[src/rtl/pgm_entry_pkg.sv]
package pgm_entry_pkg;

    localparam int KEY_W = 32;
    localparam logic [KEY_W-1:0] ENTRY_KEY = 32'h4D43_4850;
    localparam int SYNC_STAGES = 2;

    typedef struct packed {
        logic mode;
        logic rst_req;
        logic hiz;
        logic addr_clr;
    } mode_state_t;

endpackage

[src/rtl/pe_sync.sv]
module pe_sync #(
    parameter int WIDTH = 3,
    parameter int STAGES = 2,
    parameter logic [WIDTH-1:0] RST_VAL = '0
) (
    input  logic             clk,
    input  logic             rst_n,
    input  logic [WIDTH-1:0] d_i,
    output logic [WIDTH-1:0] q_o
);

    logic [STAGES-1:0][WIDTH-1:0] stg_d, stg_q;

    always_comb begin
        stg_d[0] = d_i;
        for (int i = 1; i < STAGES; i++) begin
            stg_d[i] = stg_q[i-1];
        end
    end

    always_ff @(posedge clk or negedge rst_n) begin
        if (!rst_n) begin
            stg_q <= {STAGES{RST_VAL}};
        end else begin
            stg_q <= stg_d;
        end
    end

    assign q_o = stg_q[STAGES-1];

endmodule

[src/rtl/pe_key_shift.sv]
module pe_key_shift #(
    parameter int KEY_W = 32,
    parameter logic [KEY_W-1:0] KEY = '0
) (
    input  logic clk,
    input  logic rst_n,
    input  logic clr_i,
    input  logic fall_i,
    input  logic bit_i,
    output logic match_o
);

    localparam int CNT_W = $clog2(KEY_W + 1);
    localparam logic [CNT_W-1:0] CNT_FULL = CNT_W'(KEY_W);
    localparam logic [CNT_W-1:0] CNT_LAST = CNT_W'(KEY_W - 1);

    typedef struct packed {
        logic [KEY_W-1:0] sr;
        logic [CNT_W-1:0] cnt;
        logic             match;
    } shift_state_t;

    shift_state_t st_d, st_q;
    logic [KEY_W-1:0] shifted;

    always_comb begin
        st_d = st_q;
        st_d.match = 1'b0;
        shifted = {bit_i, st_q.sr[KEY_W-1:1]};
        if (clr_i) begin
            st_d.sr  = '0;
            st_d.cnt = '0;
        end else if (fall_i && (st_q.cnt != CNT_FULL)) begin
            st_d.sr  = shifted;
            st_d.cnt = st_q.cnt + 1'b1;
            if ((st_q.cnt == CNT_LAST) && (shifted == KEY)) begin
                st_d.match = 1'b1;
            end
        end
    end

    always_ff @(posedge clk or negedge rst_n) begin
        if (!rst_n) begin
            st_q <= '0;
        end else begin
            st_q <= st_d;
        end
    end

    assign match_o = st_q.match;

endmodule

[src/rtl/pe_mode_ctl.sv]
module pe_mode_ctl
    import pgm_entry_pkg::*;
(
    input  logic clk,
    input  logic rst_n,
    input  logic ctl_hi_i,
    input  logic match_i,
    input  logic lv_en_i,
    output logic mode_o,
    output logic rst_req_o,
    output logic hiz_o,
    output logic addr_clr_o
);

    mode_state_t ms_d, ms_q;

    always_comb begin
        ms_d = ms_q;
        ms_d.addr_clr = 1'b0;
        if (ctl_hi_i) begin
            ms_d.mode    = 1'b0;
            ms_d.rst_req = 1'b0;
            ms_d.hiz     = 1'b0;
        end else if (match_i && lv_en_i && !ms_q.mode) begin
            ms_d.mode     = 1'b1;
            ms_d.rst_req  = 1'b1;
            ms_d.hiz      = 1'b1;
            ms_d.addr_clr = 1'b1;
        end
    end

    always_ff @(posedge clk or negedge rst_n) begin
        if (!rst_n) begin
            ms_q <= '0;
        end else begin
            ms_q <= ms_d;
        end
    end

    assign mode_o     = ms_q.mode;
    assign rst_req_o  = ms_q.rst_req;
    assign hiz_o      = ms_q.hiz;
    assign addr_clr_o = ms_q.addr_clr;

endmodule

[src/rtl/pgm_entry_detect.sv]
module pgm_entry_detect
    import pgm_entry_pkg::*;
(
    input  logic clk,
    input  logic rst_n,
    input  logic rst_ctl_n_i,
    input  logic sclk_i,
    input  logic sdat_i,
    input  logic lv_enable_i,
    output logic in_prog_mode_o,
    output logic sys_reset_req_o,
    output logic io_hiz_o,
    output logic addr_clear_pulse_o
);

    localparam int SYNC_W = 3;
    localparam logic [SYNC_W-1:0] SYNC_RST = 3'b100;

    logic [SYNC_W-1:0] sync_q;
    logic sclk_s, sdat_s, ctl_hi_s;
    logic sclk_prev_d, sclk_prev_q;
    logic sclk_fall;
    logic key_match;

    pe_sync #(
        .WIDTH  (SYNC_W),
        .STAGES (SYNC_STAGES),
        .RST_VAL(SYNC_RST)
    ) u_sync (
        .clk  (clk),
        .rst_n(rst_n),
        .d_i  ({rst_ctl_n_i, sdat_i, sclk_i}),
        .q_o  (sync_q)
    );

    assign sclk_s   = sync_q[0];
    assign sdat_s   = sync_q[1];
    assign ctl_hi_s = sync_q[2];

    always_comb begin
        sclk_prev_d = sclk_s;
        sclk_fall   = sclk_prev_q & ~sclk_s;
    end

    always_ff @(posedge clk or negedge rst_n) begin
        if (!rst_n) begin
            sclk_prev_q <= 1'b0;
        end else begin
            sclk_prev_q <= sclk_prev_d;
        end
    end

    pe_key_shift #(
        .KEY_W(KEY_W),
        .KEY  (ENTRY_KEY)
    ) u_shift (
        .clk    (clk),
        .rst_n  (rst_n),
        .clr_i  (ctl_hi_s),
        .fall_i (sclk_fall),
        .bit_i  (sdat_s),
        .match_o(key_match)
    );

    pe_mode_ctl u_mode (
        .clk       (clk),
        .rst_n     (rst_n),
        .ctl_hi_i  (ctl_hi_s),
        .match_i   (key_match),
        .lv_en_i   (lv_enable_i),
        .mode_o    (in_prog_mode_o),
        .rst_req_o (sys_reset_req_o),
        .hiz_o     (io_hiz_o),
        .addr_clr_o(addr_clear_pulse_o)
    );

endmodule

[config.mk]
export PLATFORM = sky130hd
export DESIGN_NAME = pgm_entry_detect
export DESIGN_NICKNAME = d
export VERILOG_FILES = /design/src/rtl/pgm_entry_pkg.sv /design/src/rtl/pe_sync.sv /design/src/rtl/pe_key_shift.sv /design/src/rtl/pe_mode_ctl.sv /design/src/rtl/pgm_entry_detect.sv
export SDC_FILE = /design/constraint.sdc
export NUM_CORES = 1
export LEC_CHECK = 0
export ABC_AREA = 1
export BUFFER_PORTS_ARGS = -buffer_cell sky130_fd_sc_hd__clkbuf_2
export CORE_UTILIZATION = 50
export DETAILED_ROUTE_END_ITERATION = 10
export PLACE_DENSITY = 0.75
export SLEW_MARGIN = 20
export SYNTH_ARGS = -nofsm -noshare
export SYNTH_HDL_FRONTEND = slang
export SYNTH_SLANG_ARGS = --single-unit
[constraint.sdc]
create_clock -name clk -period 1.7 [get_ports clk]
set_input_delay 0.34 -clock clk [delete_from_list [all_inputs] [get_ports clk]]
set_output_delay 0.34 -clock clk [all_outputs]
set_load 0.03 [all_outputs]
==> reports/metrics.yaml, run 1 <==
global_routing:
  grt_pass1_wl_um: 6840
  grt-ovfl-total: 0
  grt_max_degree: 33
  grtUsageTotal_pct: 20.6
  antenna_found_initial: 0
  grt_pass1_vias: 1478
critical_path:
  worstRegToRegCells: 8
  cp_cell_sequence: "inv_1 > ha_1 > nand4_2 > nand2_2 > buf_4 > nand2_1 > nand2_1 > inv_1"
  worstSetupPathDepth: 8
  worst_setup_path_end_kind: "register"
  worst_setup_path_start_kind: "register"
  crit_buf_inv: 3
  cpLargestDelayFamily: "simple AND/OR/NAND/NOR gates"
  worst_path_max_delay_cell: "dfrtp_1"
  cp.arrival_ps: 1720
  crit_fanout: 11
  rrSetupSlack_ps: 180
  cp.required_ps: 1900
  critPathMaxStageDelay_ps: 420
  path_class: "reg2reg"
clock_network:
  cts.path.max_buffers: 2
  cts_root_buffer: "clkbuf_8"
  cts.reportedPaths.clkPinSlew_ps: 80
  cts_num_sinks: 47
  ctsResizeCount: 0
  h-tree-depth: 2
  cts_tree: "built"
  numCtsBuffers: 5
  post_cts_buffers: 0
  clk-insertion-delay-late_ps: 300
timing:
  fin_worst_skew_ps: 6.56
  fin_crit_ps: 1520
  slew_viol_final: 0
  finalHoldViolations: 0
  setup_viol: 0
  fmax_ghz: 0.657
  tightest_slew_ps: 435
  tns_ps: 0
  rsz0062_at_grt: "false"
  period_share_pct: 89.6
  slew_headroom_pct: 71.0
placed_design:
  place.port_buffers: 9
  gp_congestion: 0.835
  placed_cells: 315
  hpwl_um: 2620
yosys:
  synth_flop_cell: "dfrtp_1"
  avgSynthCellArea_um2: 8.27
  synth_most_common_cell: "nand2_1"
  synth-seq-cells: 47
  syn-num-nets: 269
  yosys_warnings: 0
  postSynth.asyncResetShare_pct: 100
  synth_edf_count: 0
  synth_top_area_share_pct: 52.2
  netlist.top_cell.by_area: "dfrtp_1"
  synth_cell_types: 23
  syn-instance-count: 261
  synth_commonest_cells: "nand2_1, dfrtp_1, nand3_1"
  synthTopCellsByArea: "dfrtp_1, nand2_1, nand3_1, inv_1, nor2_1"
  yosysSeqAreaShare_pct: 54.6
  syn_area_mm2: 0.00216
floorplanning:
  dieArea_mm2: 0.00458
  die_h_um: 67.7
  std_cell_rows: 23
  initial_utilization_pct: 52.8
  io_pins: 10
  core-area_mm2: 0.00409
  fp.dieW_um: 67.7
route:
  routedWlPerCell_um: 11.9
  viasPerCell: 4.93
  drt-initial-drc-count: 85
  dr_total_vias: 1598
  drtPass1Iterations: 4
  ant_nets: 0
  wl_um: 3870
  drc: 0
final_layout:
  layout.nets: 281
  drive_gt1_share_pct: 11.7
  layout.cells.non_filler: 324
  syn_to_final_growth_pct: 10.2
  antenna_cells: 0
worst_hold_path:
  whs_path_depth: 1
  hold_class: "in2reg"
power:
  power_per_cell_area_mw_per_mm2: 842
  p_leak_uw: 0.00117
  peakVddDrop_v: 0.000601
run_status:
  status: "completed"
run:
  cap_violations: 0
-- worst paths after layout --
kind                                       end            start
max in group asynchronous      u_sync.stg_d[5]            rst_n
min in group asynchronous  u_shift.shifted[14]            rst_n
max                         u_shift.shifted[5]  u_shift.st_q[1]
max reg2reg                 u_shift.shifted[5]  u_shift.st_q[1]
min                            u_sync.stg_d[5]      rst_ctl_n_i
min reg2reg                      u_sync.q_o[0]  u_sync.stg_d[3]
-- metal layers --
layer | global-route usage (%) | share of wire [%] | up-vias
li1 | - | - | 831
met1 | 28.5 | 51 | 737
met2 | 30.6 | 44 | 26
met3 | 5.57 | 3.4 | 4
met4 | 8.24 | 1.1 | 0
met5 | 0 | 0 | -
-- repair_timing --
action                                  CTS  global route
endpoints found under the hold margin    15             0
hold buffers                              1             0
endpoints found under the setup margin    0             0
-- registers in the layout, summed over array words and instances (netlist names) --
register / count
sclk_prev_q: 1
u_shift.st_q: 6
u_shift.shifted: 31
u_mode.hiz_o: 1
u_sync.q_o: 3
u_mode.addr_clr_o: 1
u_shift.match_o: 1
u_sync.stg_d: 3
-- through the flow --
step                cell area, µm²  worst slack (ps)  hold WS [ps]  utilization (%)  power (µW)
global placement              2280               248           301             55.9        1370
floorplan                     2160               405          44.4                -        1300
CTS                           2380               159           104             58.2        2040
global route                  2380              23.5          99.9             58.2        2110
detailed placement            2280               186           301             55.9        1370
finish                        2380               177           115             58.2        2000
-- report_power, final --
group / internal (µW) / leakage [µW] / total, µW / switching [µW]
combinational: 60.6 / 0.000504 / 171 / 110
clock: 288 / 0.0000412 / 655 / 367
sequential: 1160 / 0.000624 / 1180 / 21.3
-- placed cells by master (no fill, tap or decap), drive strengths merged --
cell type / Yosys / routed
nand3: 40 / 40
a31oi: 1 / 1
nand4: 2 / 2
ha: 2 / 2
o21ai: 25 / 25
dlygate4sd3: 0 / 1
clkbuf: 1 / 15
dfrtp: 45 / 45
nand2: 63 / 63
nor2: 21 / 21
clkinvlp: 0 / 1
a21oi: 1 / 1
buf: 14 / 10
dfstp: 2 / 2
clkinv: 0 / 1
xor2: 3 / 3
or2: 1 / 1
inv: 39 / 39
nor3: 1 / 1
-- area by class of cell --
cell class,instances,area (µm²)
clock buffer,6,72.6
clock inverter,2,12.5
fill,369,1710
inverter,39,146
multi-input combinational,160,738
sequential,47,1180
tap,50,62.6
timing repair buffer,20,168
-- cells by family after synthesis --
| kind of cell | share of synthesized area (%) |
|---|---|
| AND/OR/NAND/NOR | 25.5 |
| buffers and inverters | 11.2 |
| flip-flops | 54.6 |
| AO/OA/AOI/OAI | 6.32 |
| XOR/XNOR | 1.22 |
| adder cells (fa/ha/maj) | 1.16 |
(Power assumes the default switching activity.)
==> inputs of run 2 (changes only) <==
Settings changed: PLACE_DENSITY 0.75 to not set, PLACE_DENSITY_LB_ADDON set to 0.12.
==> run 2 against run 1 <==
Final cell count decreased by 0.62%. Sequential cell count stayed put. Final area shrank 1.5%. Clock skew increased by 2.3 ps. Die area did not move. Sequential share of layout area up 0.74 points. Setup slack better by 33 ps. Combinational power fell by 4%. Non-clock buffer count shrank 2. Wire length decreased by 2.0%. First-iteration DRC count down 15%. Hold slack lost 99 ps. Critical path type unchanged. Largest cell class unchanged. Largest power group unchanged.
==> reports/metrics.yaml, run 2 (synthesized netlist as in run 1, its figures left out) <==
run_status:
  status: "completed"
critical_path:
  worstSetupPathDepth: 7
  critPathMaxStageDelay_ps: 420
  worstRegToRegCells: 7
  cp-startpoint: "u_shift.st_q[1]"
  cp_cell_sequence: "inv_1 > ha_1 > nand4_2 > buf_4 > nand3_1 > buf_4 > o21ai_0"
  crit_top_cell: "buf_4"
  crit_buf_inv: 3
  cp.arrival_ps: 1700
  cp.required_ps: 1910
  path_class: "reg2reg"
  worstReg2RegEnd: "u_shift.shifted[16]"
  worst_setup_path_end_kind: "register"
  crit_fanout: 14
  rrSetupSlack_ps: 210
  cpLargestDelayFamily: "buffers and inverters"
  worst_setup_path_start_kind: "register"
  r2r-start: "u_shift.st_q[1]"
  worst_path_max_delay_cell: "dfrtp_1"
route:
  drtPass1Iterations: 4
  drt-initial-drc-count: 72
  drc: 0
  ant_nets: 0
  dr_total_vias: 1579
  wl_um: 3790
  routedWlPerCell_um: 11.8
  viasPerCell: 4.90
clock_network:
  h-tree-depth: 2
  clk-insertion-delay-late_ps: 290
  cts_num_sinks: 47
  post_cts_buffers: 0
  numCtsBuffers: 5
  cts_root_buffer: "clkbuf_8"
  ctsResizeCount: 0
  hold_buffers: 0
  cts.reportedPaths.clkPinSlew_ps: 80
  cts.path.max_buffers: 2
  cts_tree: "built"
timing:
  period_share_pct: 87.6
  tightest_slew_ps: 298
  slew_headroom_pct: 80.1
  slew_viol_final: 0
  finalHoldViolations: 0
  setup_viol: 0
  fin_worst_skew_ps: 8.85
  hold_ws_ps: 15.7
  tns_ps: 0
  fin_crit_ps: 1490
  fmax_ghz: 0.671
  rsz0062_at_grt: "false"
global_routing:
  grt_max_degree: 48
  antenna_found_initial: 0
  grtUsageTotal_pct: 18.5
  grt-ovfl-total: 0
  grt_pass1_wl_um: 6090
  grt_pass1_vias: 1344
final_layout:
  syn_to_final_growth_pct: 8.58
  layout.nets: 279
  largest_reg_flops: 31
  layout.cells.non_filler: 322
  antenna_cells: 0
  drive_gt1_share_pct: 10.7
  mostFrequentLayoutCells: "nand2_1, dfrtp_1, nand3_1, inv_1, nor2_1"
  n_fill_cell: 386
  layout_commonest_cell: "nand2_1"
placed_design:
  place.port_buffers: 9
  hpwl_um: 2490
  gp_congestion: 0.758
  placed_cells: 314
floorplanning:
  fp.dieW_um: 67.7
  core-area_mm2: 0.00409
  std_cell_rows: 23
  io_pins: 10
  dieArea_mm2: 0.00458
  die_h_um: 67.7
  initial_utilization_pct: 52.8
run:
  cap_violations: 0
worst_hold_path:
  hold_class: "in2async"
power:
  peakVddDrop_v: 0.000452
  power_uw: 1980
  power_per_cell_area_mw_per_mm2: 844
  p_leak_uw: 0.00115
==> run 2: changes by cell type in the layout (fill, tap and decap cells not counted), sizes merged <==
cell         before  now
clkinv            1    0
buf              10    9
clkinvlp          1    0
dlygate4sd3       1    0
clkbuf           15   17
==> run 2: routing by layer <==
layer	GRT usage [%]	vias to the layer above	share of wire, %
met5	0	-	0
met4	7.98	0	1.5
met3	5.07	6	2.4
met2	27.4	16	43
met1	25.4	729	53
li1	-	828	-
==> run 2: how the worst max path moves through the flow <==
stage,to
after CTS,u_shift.shifted[16]
after detailed placement,u_shift.st_q[5]
final,u_shift.shifted[16]
after floorplan,u_shift.shifted[18]
after global placement,u_shift.st_q[5]
after global routing,u_shift.st_q[1]
==> run 2: per-stage QoR <==
step | setup WS, ps | utilization, % | area, µm²
2_1_floorplan | 405 | - | 2160
3_3_place_gp | 280 | 55.4 | 2260
3_5_place_dp | 238 | 55.4 | 2260
4_1_cts | 215 | 57.3 | 2340
5_1_grt | 67.2 | 57.3 | 2340
6_report | 210 | 57.3 | 2340
==> run 2: worst reg2reg max path, cell delays in order, from the launching register on <==
cell and delay [ps]:
dfrtp_1 420, inv_1 60, ha_1 200, nand4_2 100
buf_4 180, nand3_1 80, buf_4 190, o21ai_0 170
==> run 2: final cells by class <==
| cell class | instances | area [µm²] | share of cell area (%) |
|---|---|---|---|
| repair buffers | 18 | 138 | 5.87 |
| multi-input cells | 160 | 738 | 31.5 |
| flip-flops and latches | 47 | 1180 | 50.3 |
| clock buffers | 8 | 80.1 | 3.42 |
| inverters | 39 | 146 | 6.25 |
| well taps | 50 | 62.6 | 2.67 |
==> run 2: where the power goes <==
| group | switching, µW | internal (µW) | leakage, µW |
|---|---|---|---|
| logic | 110 | 55.1 | 0.000490 |
| clock network | 343 | 293 | 0.0000395 |
| registers | 21.9 | 1160 | 0.000624 |
